===== config.mk =====
export PLATFORM = sky130hd
export DESIGN_NAME = mdio_master
export DESIGN_NICKNAME = d
export VERILOG_FILES = /design/src/rtl/mdio_pkg.sv /design/src/rtl/mdio_regs.sv /design/src/rtl/mdio_clkgen.sv /design/src/rtl/mdio_frame.sv /design/src/rtl/mdio_master.sv
export SDC_FILE = /design/constraint.sdc
export NUM_CORES = 1
export LEC_CHECK = 0
export ABC_AREA = 1
export BUFFER_PORTS_ARGS = -buffer_cell sky130_fd_sc_hd__buf_2
export CORE_MARGIN = 5
export CORE_UTILIZATION = 55
export CTS_BUF_LIST = sky130_fd_sc_hd__clkbuf_4
export CTS_CLUSTER_DIAMETER = 80
export CTS_CLUSTER_SIZE = 40
export DETAILED_ROUTE_END_ITERATION = 7
export GPL_TIMING_DRIVEN = 1
export HOLD_SLACK_MARGIN = 0.05
export PLACE_DENSITY_LB_ADDON = 0.25
export SETUP_SLACK_MARGIN = 0.4
export SLEW_MARGIN = 20
export SYNTH_ARGS = -nofsm -noshare
export SYNTH_HDL_FRONTEND = slang
export SYNTH_HIERARCHICAL = 1
export SYNTH_SLANG_ARGS = --single-unit

===== constraint.sdc =====
create_clock -name clk -period 2.6 [get_ports clk]
set_input_delay 0.26 -clock clk [delete_from_list [all_inputs] [get_ports clk]]
set_output_delay 0.26 -clock clk [all_outputs]
set_load 0.01 [all_outputs]

===== src/rtl/mdio_pkg.sv =====
package mdio_pkg;

   typedef struct packed {
      logic [4:0] phy;
      logic [4:0] regn;
      logic [2:0] range;
      logic       wr;
   } mdio_cmd_t;

   // Half of the management clock period, in input clocks, per range code
   function automatic int unsigned mdc_half(input logic [2:0] code);
      case (code)
         3'd0:    return 21;
         3'd1:    return 31;
         3'd2:    return 8;
         3'd3:    return 13;
         3'd4:    return 51;
         default: return 62;
      endcase
   endfunction

   localparam int unsigned MDC_HALF_MAX = 62;

endpackage


===== src/rtl/mdio_regs.sv =====
module mdio_regs
   import mdio_pkg::*;
#(
   parameter int ADDR_W   = 8,
   parameter int OFF_CMD  = 'h10,
   parameter int OFF_DATA = 'h14
) (
   input  logic              clk,
   input  logic              rst_n,
   input  logic              bus_we,
   input  logic [ADDR_W-1:0] bus_addr,
   input  logic [31:0]       bus_wdata,
   output logic [31:0]       bus_rdata,
   input  logic              busy,
   input  logic              rd_load,
   input  logic [15:0]       rd_val,
   output logic              start,
   output mdio_cmd_t         cmd_new,
   output mdio_cmd_t         cmd_q,
   output logic [15:0]       data_q
);

   logic hit_cmd, hit_data;
   logic unused_wdata;

   assign hit_cmd  = bus_we && (bus_addr == ADDR_W'(OFF_CMD));
   assign hit_data = bus_we && (bus_addr == ADDR_W'(OFF_DATA));
   assign unused_wdata = ^{bus_wdata[31:16], bus_wdata[5]};

   assign cmd_new.phy   = bus_wdata[15:11];
   assign cmd_new.regn  = bus_wdata[10:6];
   assign cmd_new.range = bus_wdata[4:2];
   assign cmd_new.wr    = bus_wdata[1];

   assign start = hit_cmd && bus_wdata[0] && !busy;

   always_ff @(posedge clk) begin
      if (!rst_n) begin
         cmd_q  <= '0;
         data_q <= '0;
      end else begin
         if (hit_cmd && !busy)
            cmd_q <= cmd_new;
         if (rd_load)
            data_q <= rd_val;
         else if (hit_data)
            data_q <= bus_wdata[15:0];
      end
   end

   always_comb begin
      bus_rdata = '0;
      if (bus_addr == ADDR_W'(OFF_CMD))
         bus_rdata[15:0] = {cmd_q.phy, cmd_q.regn, 1'b0, cmd_q.range, cmd_q.wr, busy};
      else if (bus_addr == ADDR_W'(OFF_DATA))
         bus_rdata[15:0] = data_q;
   end

   // fields frozen while a frame runs
   p_busy_cmd_hold_r8 : assert property (@(posedge clk) disable iff (!rst_n)
      (hit_cmd && busy) |=> $stable(cmd_q));

   // busy only rises after a command write carrying the start bit
   p_start_cause_r2 : assert property (@(posedge clk) disable iff (!rst_n)
      $rose(busy) |-> $past(hit_cmd && bus_wdata[0]));

endmodule


===== src/rtl/mdio_clkgen.sv =====
module mdio_clkgen
   import mdio_pkg::*;
#(
   parameter int CNT_W = 7
) (
   input  logic       clk,
   input  logic       rst_n,
   input  logic       restart,
   input  logic       run,
   input  logic [2:0] code,
   output logic       mdc,
   output logic       rise,
   output logic       fall
);

   logic [CNT_W-1:0] cnt, half_q, full_m1, lvl;
   logic             mdc_d;

   assign full_m1 = (half_q << 1) - CNT_W'(1);
   assign rise    = run && (cnt == half_q - CNT_W'(1));
   assign fall    = run && (cnt == full_m1);

   always_ff @(posedge clk) begin
      if (!rst_n) begin
         cnt    <= '0;
         mdc    <= 1'b0;
         half_q <= CNT_W'(MDC_HALF_MAX);
      end else if (restart) begin
         cnt    <= '0;
         mdc    <= 1'b0;
         half_q <= CNT_W'(mdc_half(code));
      end else if (!run || fall) begin
         cnt <= '0;
         mdc <= 1'b0;
      end else begin
         cnt <= cnt + CNT_W'(1);
         if (rise)
            mdc <= 1'b1;
      end
   end

   // level-length monitor for the assertion below
   always_ff @(posedge clk) begin
      if (!rst_n || !run) begin
         lvl   <= '0;
         mdc_d <= 1'b0;
      end else begin
         mdc_d <= mdc;
         lvl   <= (mdc != mdc_d) ? CNT_W'(1) : lvl + CNT_W'(1);
      end
   end

   // no clock half lasts longer than the selected half period
   p_mdc_level_r4 : assert property (@(posedge clk) disable iff (!rst_n)
      run |-> (lvl <= half_q));

endmodule


===== src/rtl/mdio_frame.sv =====
module mdio_frame
   import mdio_pkg::*;
#(
   parameter int PRE_LEN = 32
) (
   input  logic        clk,
   input  logic        rst_n,
   input  logic        start,
   input  mdio_cmd_t   cmd_new,
   input  logic [15:0] wdata,
   input  logic        rise,
   input  logic        fall,
   input  logic        mdio_i,
   output logic        busy,
   output logic        mdio_o,
   output logic        mdio_oe,
   output logic        rd_load,
   output logic [15:0] rd_val
);

   localparam int FRAME    = PRE_LEN + 32;
   localparam int IDX_W    = $clog2(FRAME);
   localparam int TA_IDX   = PRE_LEN + 14;
   localparam int DATA_IDX = PRE_LEN + 16;

   logic [FRAME-1:0] shreg;
   logic [IDX_W-1:0] idx;
   logic             wr_q, last;
   logic [15:0]      cap;

   assign last    = (idx == IDX_W'(FRAME - 1));
   assign mdio_o  = busy && shreg[FRAME-1];
   assign mdio_oe = busy && (wr_q || (idx < IDX_W'(TA_IDX)));
   assign rd_load = busy && fall && last && !wr_q;
   assign rd_val  = cap;

   always_ff @(posedge clk) begin
      if (!rst_n) begin
         busy  <= 1'b0;
         idx   <= '0;
         wr_q  <= 1'b0;
         shreg <= '0;
         cap   <= '0;
      end else if (start) begin
         busy  <= 1'b1;
         idx   <= '0;
         wr_q  <= cmd_new.wr;
         cap   <= '0;
         shreg <= {{PRE_LEN{1'b1}}, 2'b01,
                   cmd_new.wr ? 2'b01 : 2'b10,
                   cmd_new.phy, cmd_new.regn,
                   cmd_new.wr ? 2'b10 : 2'b11,
                   cmd_new.wr ? wdata : 16'hFFFF};
      end else if (busy) begin
         if (rise && (idx >= IDX_W'(DATA_IDX)))
            cap <= {cap[14:0], mdio_i};
         if (fall) begin
            if (last)
               busy <= 1'b0;
            else begin
               idx   <= idx + IDX_W'(1);
               shreg <= shreg << 1;
            end
         end
      end
   end

endmodule


===== src/rtl/mdio_master.sv =====
module mdio_master
   import mdio_pkg::*;
#(
   parameter int ADDR_W   = 8,
   parameter int OFF_CMD  = 'h10,
   parameter int OFF_DATA = 'h14,
   parameter int PRE_LEN  = 32,
   parameter int CNT_W    = 7
) (
   input  logic              clk,
   input  logic              rst_n,
   input  logic              bus_we,
   input  logic [ADDR_W-1:0] bus_addr,
   input  logic [31:0]       bus_wdata,
   output logic [31:0]       bus_rdata,
   output logic              mdc,
   output logic              mdio_o,
   output logic              mdio_oe,
   input  logic              mdio_i
);

   if (PRE_LEN < 1 || PRE_LEN > 64) begin : g_bad_pre
      $error("PRE_LEN out of range");
   end
   if ((2 * MDC_HALF_MAX) >= (1 << CNT_W)) begin : g_bad_cnt
      $error("CNT_W too narrow for the largest divider");
   end
   if (OFF_CMD == OFF_DATA || OFF_CMD >= (1 << ADDR_W) || OFF_DATA >= (1 << ADDR_W)) begin : g_bad_map
      $error("register offsets invalid");
   end

   logic        start, busy, rise, fall, rd_load;
   logic [15:0] data_q, rd_val;
   mdio_cmd_t   cmd_new, cmd_q;

   mdio_regs #(.ADDR_W(ADDR_W), .OFF_CMD(OFF_CMD), .OFF_DATA(OFF_DATA)) u_regs (
      .clk(clk), .rst_n(rst_n), .bus_we(bus_we), .bus_addr(bus_addr),
      .bus_wdata(bus_wdata), .bus_rdata(bus_rdata), .busy(busy),
      .rd_load(rd_load), .rd_val(rd_val), .start(start),
      .cmd_new(cmd_new), .cmd_q(cmd_q), .data_q(data_q)
   );

   mdio_clkgen #(.CNT_W(CNT_W)) u_clk (
      .clk(clk), .rst_n(rst_n), .restart(start), .run(busy),
      .code(cmd_new.range), .mdc(mdc), .rise(rise), .fall(fall)
   );

   mdio_frame #(.PRE_LEN(PRE_LEN)) u_frame (
      .clk(clk), .rst_n(rst_n), .start(start), .cmd_new(cmd_new),
      .wdata(data_q), .rise(rise), .fall(fall), .mdio_i(mdio_i),
      .busy(busy), .mdio_o(mdio_o), .mdio_oe(mdio_oe),
      .rd_load(rd_load), .rd_val(rd_val)
   );

   // quiet lines whenever no frame is running
   p_idle_quiet_r7 : assert property (@(posedge clk) disable iff (!rst_n)
      !busy |-> (!mdc && !mdio_oe));

   // data output holds between falling clock edges inside a frame
   p_out_stable_r4 : assert property (@(posedge clk) disable iff (!rst_n)
      (busy && $past(busy) && !$fell(mdc)) |-> $stable(mdio_o));

   // once released in a read frame, the line stays released
   p_read_release_r6 : assert property (@(posedge clk) disable iff (!rst_n)
      (busy && !cmd_q.wr && $past(busy) && $past(!mdio_oe)) |-> !mdio_oe);

endmodule


* After elaboration in Yosys (flattened, before gate mapping)
Index checks and enable logic that the tools add are counted.
** Storage, ports and cells
- Flip-flop bits (word level) :: 133
- Input bits :: 44
- Logic and storage cells :: 74
** Cells by class
- Add/subtract/negate cells :: 4
- Order comparisons :: 2
- Equality and inequality tests :: 10
- Mux-type cells :: 16
- Bitwise gates (word level) :: 2
- Reduce and logical (&&, ||, !) cells :: 26
** Operator list (count)
- two-way mux 64 bit :: 4
- two-way mux 16 bit :: 5
- one-hot mux 6 bit (5 select lines) :: 1
- == test 8 x 5 -> 1 bit (second input constant) :: 2
- == test 7 bit :: 2
- subtractor 7 x 1 -> 7 bit (second input constant) :: 2
- logical AND 1 bit :: 13
- adder 7 x 1 -> 7 bit (second input constant) :: 1
- adder 6 x 1 -> 6 bit (second input constant) :: 1
- == test 3 x 2 -> 1 bit (second input constant) :: 2
- == test 6 bit (second input constant) :: 1
- >= comparator 6 bit (second input constant) :: 1
- less-than comparator 6 bit (second input constant) :: 1
- AND reduction 3 bit :: 2
- nonzero test 2 bit :: 3
- two-way mux 1 bit :: 5
- == test 3 x 1 -> 1 bit (second input constant) :: 1
- == test 3 bit (second input constant) :: 1
- logical NOT 3 bit :: 1
- OR reduction 3 bit :: 1
- logical NOT 1 bit :: 2
- logical OR 1 bit :: 2
- two-way mux 2 bit :: 1
- != test 2 bit (second input constant) :: 1
- 3 further kinds :: 4

* Depth between registers and ports, before layout
Gate-level depths: netlist of run 1.
- Depth in word-level cells :: 7
- Gate-level depth with buffers :: 22

* Hierarchy
Netlist of run 1, hierarchy kept.
** By module, submodules not included
- mdio_frame :: instances 1, cells an instance 505, area each 3644.7 µm², sequential area each 1761.7 µm²
- mdio_regs :: instances 1, cells an instance 302, area each 1915.6 µm², sequential area each 600.6 µm²
- mdio_clkgen :: instances 1, cells an instance 153, area each 998.5 µm², sequential area each 280.3 µm²

* Worst setup path before layout of run 1
No wires, ideal clock.
- Path type :: register to register
- Start :: reg u_clk.half_q[0]
- End :: reg u_regs.data_q[11]
- Setup time :: 114 ps
- Data arrival time :: 2341 ps
- Required time :: 2486 ps
- Path slack :: 144 ps
- Stages on the path, launching flop included :: 22
- Path through :: dfxtp_1 > inv_2 > ha_1 > buf_12 > nand2_1 > nand2_1 > nand2_1 > nand2_1 > nor2_2 > nand2_1 > nor2_2 > nand2_2 > nor2_1 > nand2_1 > nor3_1 > buf_2 > inv_2 > buf_2 > nor2_1 > nor2_1 > nand2_1 > nor2_1
** Between the ends
- Cells in the longest elaborated chain, start to end :: 7
- Elaborated cells between the ends (all ways) :: 8
** Ends and longest elaborated chain
- start, declared :: line mdio_clkgen.sv:16 : logic [CNT_W-1:0] cnt, half_q, full_m1, lvl;
- start signal, assigned :: line mdio_clkgen.sv:27 : half_q <= CNT_W'(MDC_HALF_MAX);
- start signal, assigned :: line mdio_clkgen.sv:31 : half_q <= CNT_W'(mdc_half(code));
- subtractor 7 x 1 -> 7 bit (*) :: line mdio_clkgen.sv:19 : assign full_m1 = (half_q << 1) - CNT_W'(1);
- == test 7 bit (*) :: line mdio_clkgen.sv:21 : assign fall = run && (cnt == full_m1);
- logical AND 1 bit (*) :: line mdio_clkgen.sv:21
- net fall :: line mdio_master.sv:32 : logic start, busy, rise, fall, rd_load;
- logical AND 1 bit (*) (3 in a row) :: line mdio_frame.sv:34 : assign rd_load = busy && fall && last && !wr_q;
- net rd_load :: line mdio_master.sv:32
- two-way mux 16 bit / nonzero test 2 bit (equally long branches)
- end signal, assigned :: line mdio_regs.sv:45 : data_q <= rd_val;
- end signal, assigned :: line mdio_regs.sv:47 : data_q <= bus_wdata[15:0];
- end, declared :: line mdio_regs.sv:20 : output logic [15:0] data_q
The timed path passes the listed nets; every way through them passes the cells marked *.
A chain may end at the register's enable or synchronous reset.

* Worst setup path after layout of run 1
- Start :: reg u_clk.half_q[0]
- End :: reg u_frame.shreg[63]
** Between the ends
- Cells in the longest elaborated chain, start to end :: 5
** Ends and longest elaborated chain
- subtractor 7 x 1 -> 7 bit :: line mdio_clkgen.sv:19
- == test 7 bit :: line mdio_clkgen.sv:21
- logical AND 1 bit :: line mdio_clkgen.sv:21
- net fall :: line mdio_master.sv:32
- nonzero test 2 bit (no source line)
- AND reduction 3 bit (no source line)
- end signal, assigned :: line mdio_frame.sv:49 : shreg <= {{PRE_LEN{1'b1}}, 2'b01,
- end signal, assigned :: line mdio_frame.sv:62 : shreg <= shreg << 1;
- end, declared :: line mdio_frame.sv:26 : logic [FRAME-1:0] shreg;
The timed path passes the listed nets, and every way through them passes these cells.

==> qor.csv, run 1 <==
metric;value;unit
max_freq;0.435;GHz
use_met2;0.331;
max_slew_margin;0.456;
dr.pass1.iters;5;
hp-class;in -> reg;
use_met3;0.0526;
grt_util_met1;0.291;
min_period;2.30;ns
num_vias;6120;
grt_max_degree;72;
gp_congestion;0.821;
whs_endpoint;u_regs/data_q[1]$_SDFFE_PN0P_;
crit_arrival;2.74;ns
grt_pass1_wl;24900;um
finalHoldViolCount;0;
areaGrowthSynthToFinish;15.2;%
antenna_found_initial;0;
htree_levels;4;
slew_viol_final;0;
dieArea;14200;um^2
ys_seq_area_frac;0.403;
nets;1070;
synth_area_per_cell;6.83;um^2
wl;15500;um
p_per_area;461;nW/um^2
portBuffers;46;
crit_path_end_kind;register;
leakage;3.49;nW
status;complete, no violations;
rrSetupSlack;0.30;ns
dp.cells;1103;
initial_utilization;0.567;
hp-start;bus_wdata[1];
diodes;0;
synth.top_cell.area_share;0.403;
finalCritPeriodShare;0.884;
synth-edff-count;0;
clk_latency;0.55;ns
r2r-start;u_clk/half_q[0]$_SDFFE_PN0P_;
rr_worst_depth;18;
synthTopCellsByArea;dfxtp_1 (40%), nor2_1 (11%), nand2_1 (9.7%);
grt_pass1_vias;5287;
fin_skew;0.0196;ns
cp-start-kind;register;
worstSetupPathType;reg -> reg;
worst_slack;0.302;ns
fillerInstances;1037;
coreArea;11600;um^2
busiest_layer;met2;
fp.dieW;119;um
synthFlopType;dfxtp_1;
required;3.04;ns
clock_path_buffers;2;
setup_viol;0;
r2r-end;u_frame/shreg[63]$_SDFFE_PN0P_;
grt_use_total;0.212;
cts_num_sinks;132;
tightest_slew;0.816;ns
post-dp-hpwl;9690;um
setup_tns;0;ns
syn_inst;960;
synth_common_cells;nor2_1 (196), nand2_1 (169), dfxtp_1 (132);
drive_gt1_frac;0.195;
netlist_area;6560;um^2
post-place-ws;0.0911;ns
clk_pin_slew;0.13;ns
fp-row-count;39;
yosysMostFrequentCell;nor2_1;
wl_per_cell;13.2;um
cp_max_fo;17;
viasPerCell;5.19;
rsz0062_at_grt;true;
stdcell_count;1179;
ys_ff_latch;132;
drt-initial-drc-count;481;
cap_viol_max_count;0;
netlist-cell-type-count;37;
die_y;119;um
pin_count;79;
cts.root.buffer_cell;clkbuf_4;
ant_nets;0;
overflow;0;
synth_warnings;6;
multi_input_area;3300;um^2
cts_buffers;17;
drc;0;
peakVddDrop;0.515;mV
ff_latch_area;2650;um^2
synth_async_sr_flop_share;0;
cts_tree;built;
synth.largest_area_cell;dfxtp_1;
whs_path_depth;5;
per-stage QoR:
step / cell area (um^2) / power, mW / utilization / hold slack [ns]
after floorplan: 6660 / 2.18 / - / 0.329
after global placement: 6720 / 2.20 / 0.581 / 0.458
after detailed placement: 6720 / 2.20 / 0.581 / 0.465
after CTS: 7280 / 3.50 / 0.630 / 0.0505
after global routing: 7560 / 3.63 / 0.653 / 0.0910
final: 7560 / 3.48 / 0.653 / 0.0928
state kept, by name, summed over array words and instances, names as in the netlist:
signal	count
u_frame/shreg	64
u_frame/rd_val	16
u_regs/data_q	16
u_regs/cmd_q	14
u_clk/cnt	7
u_clk/half_q	6
u_frame/idx	6
u_clk/mdc	1
u_frame/busy	1
u_frame/wr_q	1
per-layer routing:
| metal | wire [um] | up-vias |
|---|---|---|
| li1 | - | 3143 |
| met1 | 7200 | 2790 |
| met2 | 7230 | 166 |
| met3 | 878 | 21 |
| met4 | 229 | 0 |
| met5 | 0 | - |
worst max-delay path, cell delays in order (launching register included):
cell	delay (ns)
dfxtp_4	0.39
inv_6	0.03
ha_4	0.26
inv_2	0.04
nand2_2	0.05
nand4_2	0.08
nor2_2	0.11
nand2_1	0.07
nor2_2	0.09
nand2_2	0.08
nor2_4	0.12
nand2_2	0.07
buf_4	0.16
inv_4	0.07
nand2_8	0.10
inv_8	0.13
nand2_8	0.12
nor2_1	0.16
nor2_1	0.07
power breakdown:
group / total, mW / leakage [nW] / switching, mW / internal, mW
sequential: 2.02 / 1.06 / 0.00129 / 2.02
combinational: 0.150 / 2.29 / 0.0977 / 0.0523
clock: 1.31 / 0.133 / 0.816 / 0.492
cell usage in the layout, fill, tap and decap left out, types with 5 or more instances in the layout:
cell / instances
buf_4: 32
nand2_1: 158
nand3b_1: 7
conb_1: 16
inv_6: 5
nand2_2: 15
o21ai_0: 73
xor2_1: 8
dlygate4sd3_1: 14
dfxtp_1: 130
o22ai_1: 5
a21oi_2: 6
buf_2: 47
a21oi_1: 52
buf_6: 7
inv_1: 77
nor2_1: 185
nor2_2: 22
clkbuf_4: 18
inv_2: 6
nor2_4: 5
o22a_1: 5
clkinvlp_4: 5
nand3_1: 80
o21ai_1: 6
what timing repair did:
item	4_1_cts	5_1_grt
buffers inserted	13	8
pin swaps	12	22
resized for setup	18	44
gates cloned	2	7
hold buffers	13	1
setup endpoints to repair	85	97
hold endpoints to repair	23	1
worst max-delay path by stage:
stage | end | cells after the start | start | slack (ns)
after global routing | u_frame/shreg[63]$_SDFFE_PN0P_ | 20 | u_clk/half_q[0]$_SDFFE_PN0P_ | 0.16
after global placement | u_regs/data_q[15]$_SDFFE_PN0P_ | 17 | u_clk/half_q[0]$_SDFFE_PN0P_ | 0.09
after CTS | u_regs/data_q[15]$_SDFFE_PN0P_ | 19 | u_clk/half_q[1]$_SDFFE_PN1P_ | 0.39
final | u_frame/shreg[63]$_SDFFE_PN0P_ | 18 | u_clk/half_q[0]$_SDFFE_PN0P_ | 0.30
after detailed placement | u_frame/shreg[38]$_SDFFE_PN0P_ | 17 | u_clk/half_q[0]$_SDFFE_PN0P_ | 0.09
after floorplan | u_regs/data_q[12]$_SDFFE_PN0P_ | 21 | u_clk/half_q[0]$_SDFFE_PN0P_ | 0.35
kinds of logic (layout without fill, tap and decap cells):
logic type,after synthesis,in the layout,share of synthesized area
flops,132,132,0.403
xor+xnor,9,9,0.0120
simple gates,490,492,0.324
fa+ha+maj,3,3,0.00572
other cells,1,16,0.000572
compound gates,156,156,0.126
buf+inv,169,228,0.129
layout make-up:
type / count / area share
clock buffers: 18 / 0.0179
clock inverters: 14 / 0.0172
inverters: 90 / 0.0492
multi-input cells: 676 / 0.436
flip-flops and latches: 132 / 0.350
well taps: 143 / 0.0237
repair buffers: 104 / 0.104
repair inverters: 2 / 0.00182
Note: power is estimated with default switching activity, not from simulation.
==> run 2: changes to the inputs <==
- CORE_UTILIZATION: 55 -> 53
- CTS_BUF_LIST: sky130_fd_sc_hd__clkbuf_4 -> sky130_fd_sc_hd__clkbuf_16
==> run 2 against run 1 <==
Against the previous run: non-clock buffer count decreased by 22; global-route usage increased by 0.97 points; hold slack improved by 0.030 ns; total power increased by 19%; setup slack got worse by 0.0013 ns; sequential power about the same; final area increased by 0.68%.
==> qor.csv, run 2 (synthesized netlist as in run 1, its figures left out) <==
metric;value;unit;change
gp_congestion;0.859;;+4.6%
cts_num_sinks;132;;unchanged
ctsHoldBuffers;0;;-13
overflow;0;;unchanged
tightest_slew;0.747;ns;-0.0690 ns
clkPwrFrac;0.480;;+0.104
pwr-share-comb;0.032;;-0.011
p_sw_frac;0.222;;-0.0404
finalCritPeriodShare;0.884;;about the same
cp-start-kind;register;;
nets;1045;;-2.3%
drt-initial-drc-count;519;;+7.9%
areaGrowthSynthToFinish;16.0;%;
dieArea;14700;um^2;+3.5%
hp-class;in -> reg;;
post-dp-hpwl;10200;um;+5.3%
switching_power;0.924;mW;+0.97%
setup_viol;0;;unchanged
initial_utilization;0.544;;-0.0234
largest_register_ffs;64;;unchanged
grt_use_total;0.222;;+0.00968
peakVddDrop;0.430;mV;-16%
clock_path_buffers;2;;unchanged
wl;15700;um;+1.2%
min_period;2.30;ns;+0.00130 ns
htree_levels;4;;unchanged
mostFrequentLayoutCell;nor2_1;;
diodes;0;;unchanged
cts.root.buffer_cell;clkbuf_16;;
fin_skew;0.00707;ns;-0.0125 ns
dr.pass1.iters;5;;unchanged
setup_tns;0;ns;unchanged
top_register;u_frame/shreg;;
worstSetupPathType;reg -> reg;;
clk_pin_slew;0.06;ns;-0.07 ns
cts_tree;built;;
max_freq;0.435;GHz;about the same
coreArea;12100;um^2;+4.3%
pin_count;79;;unchanged
grt_pass1_wl;26200;um;+5.1%
viasPerCell;5.07;;-2.3%
status;complete, no violations;;
clk_latency;0.42;ns;-0.13 ns
fp.dieW;121;um;+1.7%
finalHoldViolCount;0;;unchanged
fillerInstances;1121;;+8.1%
rsz0062_at_grt;true;;
cts_buffers;17;;unchanged
drc;0;;unchanged
slew_viol_final;0;;unchanged
max_slew_margin;0.502;;+0.0461
final_core_util;0.631;;-0.0227
cp_max_fo;7;;-10
mostFrequentLayoutCells;nor2_1 (181), nand2_1 (161), dfxtp_1 (127), inv_1 (81), o21ai_0 (77);;
grt_pass1_vias;5394;;+2.0%
required;2.94;ns;-0.10 ns
die_y;121;um;+1.7%
grt_max_degree;72;;unchanged
portBuffers;46;;unchanged
num_vias;5972;;-2.4%
antenna_found_initial;0;;unchanged
p_per_area;546;nW/um^2;+19%
wl_per_cell;13.3;um;+1.3%
cap_viol_max_count;0;;unchanged
drive_gt1_frac;0.189;;-0.00587
fp-row-count;40;;+2.6%
ant_nets;0;;unchanged
leakage;3.53;nW;+1.1%
crit_path_end_kind;register;;
p_int;3.23;mW;+26%
seqPwrFrac;0.488;;-0.093
crit_arrival;2.64;ns;-0.10 ns
[run 2: final cells by class]
type,count,area [um^2],share of cell area
flip-flops and latches,132,2650,0.348
clock buffers,17,425,0.0559
repair buffers,82,572,0.0752
multi-input cells,675,3330,0.437
inverters,90,365,0.0480
clock inverters,14,58.8,0.00773
well taps,168,210,0.0276
[run 2: power by group through the flow]
stage	sequential [mW]	clock (mW)	combinational, mW
floorplan	2.07	0	0.108
global placement	2.07	0	0.129
detailed placement	2.07	0	0.129
CTS	2.03	2.03	0.131
global route	2.03	2.12	0.148
finish	2.03	1.99	0.133
[run 2: layer usage]
layer / up-vias / share of wire / global-route usage
met1: 2731 / 0.47 / 0.300
met5: - / 0 / 0
li1: 3091 / - / -
met3: 26 / 0.044 / 0.0466
met2: 124 / 0.47 / 0.350
met4: 0 / 0.020 / 0.0833
[run 2: timing repair]
item,4_1_cts,5_1_grt
pin swaps,17,22
resized for setup,19,53
buffers inserted,13,2
endpoints found under the setup margin,86,101
gates cloned,3,0
[run 2: worst paths after layout]
path | startpoint | to | slack (ns) | depth (start not counted)
worst max-delay path | u_clk/half_q[1]$_SDFFE_PN1P_ | u_regs/data_q[4]$_SDFFE_PN0P_ | 0.30 | 15
worst min-delay path | bus_wdata[13] | u_regs/data_q[13]$_SDFFE_PN0P_ | 0.12 | 3
worst max register to register | u_clk/half_q[1]$_SDFFE_PN1P_ | u_regs/data_q[4]$_SDFFE_PN0P_ | 0.30 | 15
worst min register to register | u_frame/shreg[53]$_SDFFE_PN0P_ | u_frame/shreg[54]$_SDFFE_PN0P_ | 0.46 | 2
[run 2: stage by stage]
step	hold slack (ns)	setup slack [ns]	power (mW)	cells	instance area, um^2
2_1_floorplan	0.329	0.352	2.18	975	6660
3_3_place_gp	0.457	0.185	2.20	1129	6740
3_5_place_dp	0.466	0.160	2.20	1129	6740
4_1_cts	0.123	0.403	4.19	1176	7430
5_1_grt	0.133	0.143	4.30	1178	7610
6_report	0.123	0.301	4.15	1178	7610
[run 2: worst max-delay path, stage by stage (launching register included)]
cell and delay, ns:
dfxtp_2 0.32, buf_4 0.13, nor2_4 0.18, nand4_1 0.13
nand2_1 0.12, xor2_1 0.19, nand2_2 0.11, nor2_4 0.15
nand2_4 0.08, nor3_4 0.18, buf_6 0.16, buf_6 0.14
nand2_2 0.04, o21ai_1 0.07, nand2_1 0.07, a21oi_1 0.14
==> run 3: changes to the inputs <==
- CORE_ASPECT_RATIO: default -> 1.75
==> run 3 against run 2 <==
Against the previous run: sequential share of layout area decreased by 1.3 points; routed wire length increased by 9.7%; setup slack better by 0.027 ns; global-route usage grew 0.56 points; total power rose by 9.9%; count of clock-buffer cells in the layout stayed put; final cell count is 0.76% higher; non-clock buffer count grew 9; first-iteration DRC count is 4.4% lower; largest power group is now clock.
==> qor.csv, run 3 (synthesized netlist as in run 1, its figures left out) <==
metric;value;unit;change
cp-start-kind;register;;
max_freq;0.440;GHz;+1.2%
finalCritPeriodShare;0.874;;-0.0102
cp_cell_sequence;inv_6 -> ha_4 -> buf_4 -> nand2_1 -> nand2_1 -> nand3_2 -> nand3_2 -> nor2_2 -> nand2_2 -> nor2_4 -> nand2_4 -> inv_4 -> nand2_8 -> nand2_8 -> clkbuf_16 -> o21ai_0 -> nor2_1;;
setup_viol;0;;unchanged
overflow;0;;unchanged
cp_max_fo;9;;+2
largest_register_ffs;64;;unchanged
slowest_stage;dfxtp_4;;
worstSetupPathType;reg -> reg;;
drt-initial-drc-count;496;;-4.4%
wl;17200;um;+9.7%
finalHoldViolCount;0;;unchanged
rsz0062_at_grt;true;;
path_buf_inv;4;;+1
dr.pass1.iters;5;;unchanged
post-dp-hpwl;10900;um;+6.6%
ant_nets;0;;unchanged
hp-class;in -> reg;;
crit_path_end_kind;register;;
whs_path_depth;3;;unchanged
p_per_area;578;nW/um^2;+5.8%
fin_skew;0.00593;ns;-0.00114 ns
max_slew_margin;0.574;;+0.0719
critPathCapture;u_frame/shreg[33]$_SDFFE_PN0P_;;
seqPwrFrac;0.444;;-0.044
clk_pin_slew;0.06;ns;about the same
critPathLaunch;u_clk/half_q[0]$_SDFFE_PN0P_;;
grt_pass1_vias;5711;;+5.9%
drc;0;;unchanged
clkPwrFrac;0.526;;+0.046
cts_buffers;17;;unchanged
tightest_slew;0.639;ns;-0.108 ns
grt_max_degree;51;;-29%
stdcell_area;7900;um^2;+3.9%
dieArea;14800;um^2;+0.59%
rr_worst_depth;17;;+2
coreArea;12100;um^2;about the same
pwr-share-comb;0.031;;about the same
mostFrequentLayoutCells;nor2_1 (189), nand2_1 (158), dfxtp_1 (129), inv_1 (80), nand3_1 (79);;
peakVddDrop;0.372;mV;-13%
setup_tns;0;ns;unchanged
areaGrowthSynthToFinish;20.5;%;
slowest_delay;0.37;ns;+0.05 ns
mostFrequentLayoutCell;nor2_1;;
die_y;157;um;+30%
slew_viol_final;0;;unchanged
cts_num_sinks;132;;unchanged
top_register;u_frame/shreg;;
status;complete, no violations;;
fp.dieW;94.1;um;-22%
crit_cells;17;;+2
viasPerCell;5.25;;+3.5%
r2r-start;u_clk/half_q[0]$_SDFFE_PN0P_;;
drive_gt1_frac;0.200;;+0.0105
nets;1056;;+1.1%
p_total;4.57;mW;+9.9%
htree_levels;4;;unchanged
fillerInstances;1052;;-6.2%
diodes;0;;unchanged
r2r-end;u_frame/shreg[33]$_SDFFE_PN0P_;;
portBuffers;46;;unchanged
dpl-instance-area;6760;um^2;+0.28%
grt_pass1_wl;26600;um;+1.5%
clk_latency;0.42;ns;about the same
min_period;2.27;ns;-0.0265 ns
required;2.95;ns;about the same
leakage;3.69;nW;+4.8%
antenna_found_initial;0;;unchanged
pin_count;79;;unchanged
gp_congestion;0.882;;+2.7%
fp-row-count;53;;+33%
p_sw_frac;0.220;;-0.00268
p_int;3.56;mW;+10%
rrSetupSlack;0.33;ns;+0.03 ns
switching_power;1.00;mW;+8.6%
hold_slack;0.103;ns;-0.0204 ns
crit_family;simple AND/OR/NAND/NOR gates;;
crit_arrival;2.62;ns;-0.02 ns
cts_tree;built;;
grt_use_total;0.228;;+0.00558
cts.root.buffer_cell;clkbuf_16;;
cap_viol_max_count;0;;unchanged
wl_per_cell;14.5;um;+8.8%
clock_path_buffers;2;;unchanged
num_vias;6226;;+4.3%
initial_utilization;0.543;;about the same
run 3: cell types whose count changed in the layout (fill, tap and decap cells not counted), moves of 4 or more:
| cell | previous run | this run |
|---|---|---|
| inv_2 | 9 | 5 |
| nor2_2 | 26 | 18 |
| o21ai_2 | 2 | 9 |
| clkbuf_16 | 17 | 22 |
| nor2_1 | 181 | 189 |
| o21ai_0 | 77 | 68 |
run 3: power groups by stage:
stage	sequential (mW)	clock (mW)	combinational [mW]
global placement	2.07	0	0.132
global route	2.02	2.53	0.153
floorplan	2.07	0	0.108
CTS	2.03	2.44	0.134
finish	2.03	2.40	0.141
detailed placement	2.07	0	0.132
run 3: layer usage:
| layer | vias to the layer above | global-route usage | routed length (um) |
|---|---|---|---|
| met4 | 0 | 0.116 | 641 |
| met1 | 2842 | 0.264 | 6660 |
| met2 | 214 | 0.396 | 9030 |
| li1 | 3118 | - | - |
| met3 | 52 | 0.0411 | 909 |
| met5 | - | 0 | 0 |
run 3: how the worst min path moves through the flow:
stage,start,to,slack [ns]
after floorplan,rst_n,u_clk/half_q[3]$_SDFFE_PN1P_,0.33
after global placement,u_regs/cmd_q[4]$_SDFFE_PN0P_,u_regs/cmd_q[4]$_SDFFE_PN0P_,0.46
after detailed placement,u_frame/shreg[45]$_SDFFE_PN0P_,u_frame/shreg[46]$_SDFFE_PN0P_,0.47
after CTS,bus_wdata[13],u_regs/data_q[13]$_SDFFE_PN0P_,0.1
after global routing,bus_wdata[8],u_regs/data_q[8]$_SDFFE_PN0P_,0.12
final,bus_wdata[8],u_regs/data_q[8]$_SDFFE_PN0P_,0.10
run 3: layout make-up:
type	instances	area [um^2]	share of cell area
Multi-Input combinational cell	676	3350	0.424
Inverter	90	372	0.0470
Tap cell	165	206	0.0261
Timing Repair inverter	1	5.00	0.000633
Timing Repair Buffer	91	729	0.0923
Clock buffer	17	425	0.0538
Sequential cell	132	2650	0.335
Clock inverter	15	165	0.0209
run 3: repair_timing:
item	in CTS	in global routing
endpoints found under the setup margin	82	100
gates cloned	3	8
pin swaps	9	22
setup buffers	12	3
gates resized for setup	21	62
hold buffers	0	0
run 3: worst min-delay path, cell delays in order:
cell,delay (ns)
buf_2,0.11
nor2_1,0.04
nor2_1,0.07
run 3: through the flow:
step	instances	setup WS [ns]	utilization
after floorplan	975	0.352	-
after global placement	1129	0.112	0.560
after detailed placement	1129	0.0514	0.560
after CTS	1176	0.373	0.626
after global routing	1187	0.129	0.655
final	1187	0.327	0.655
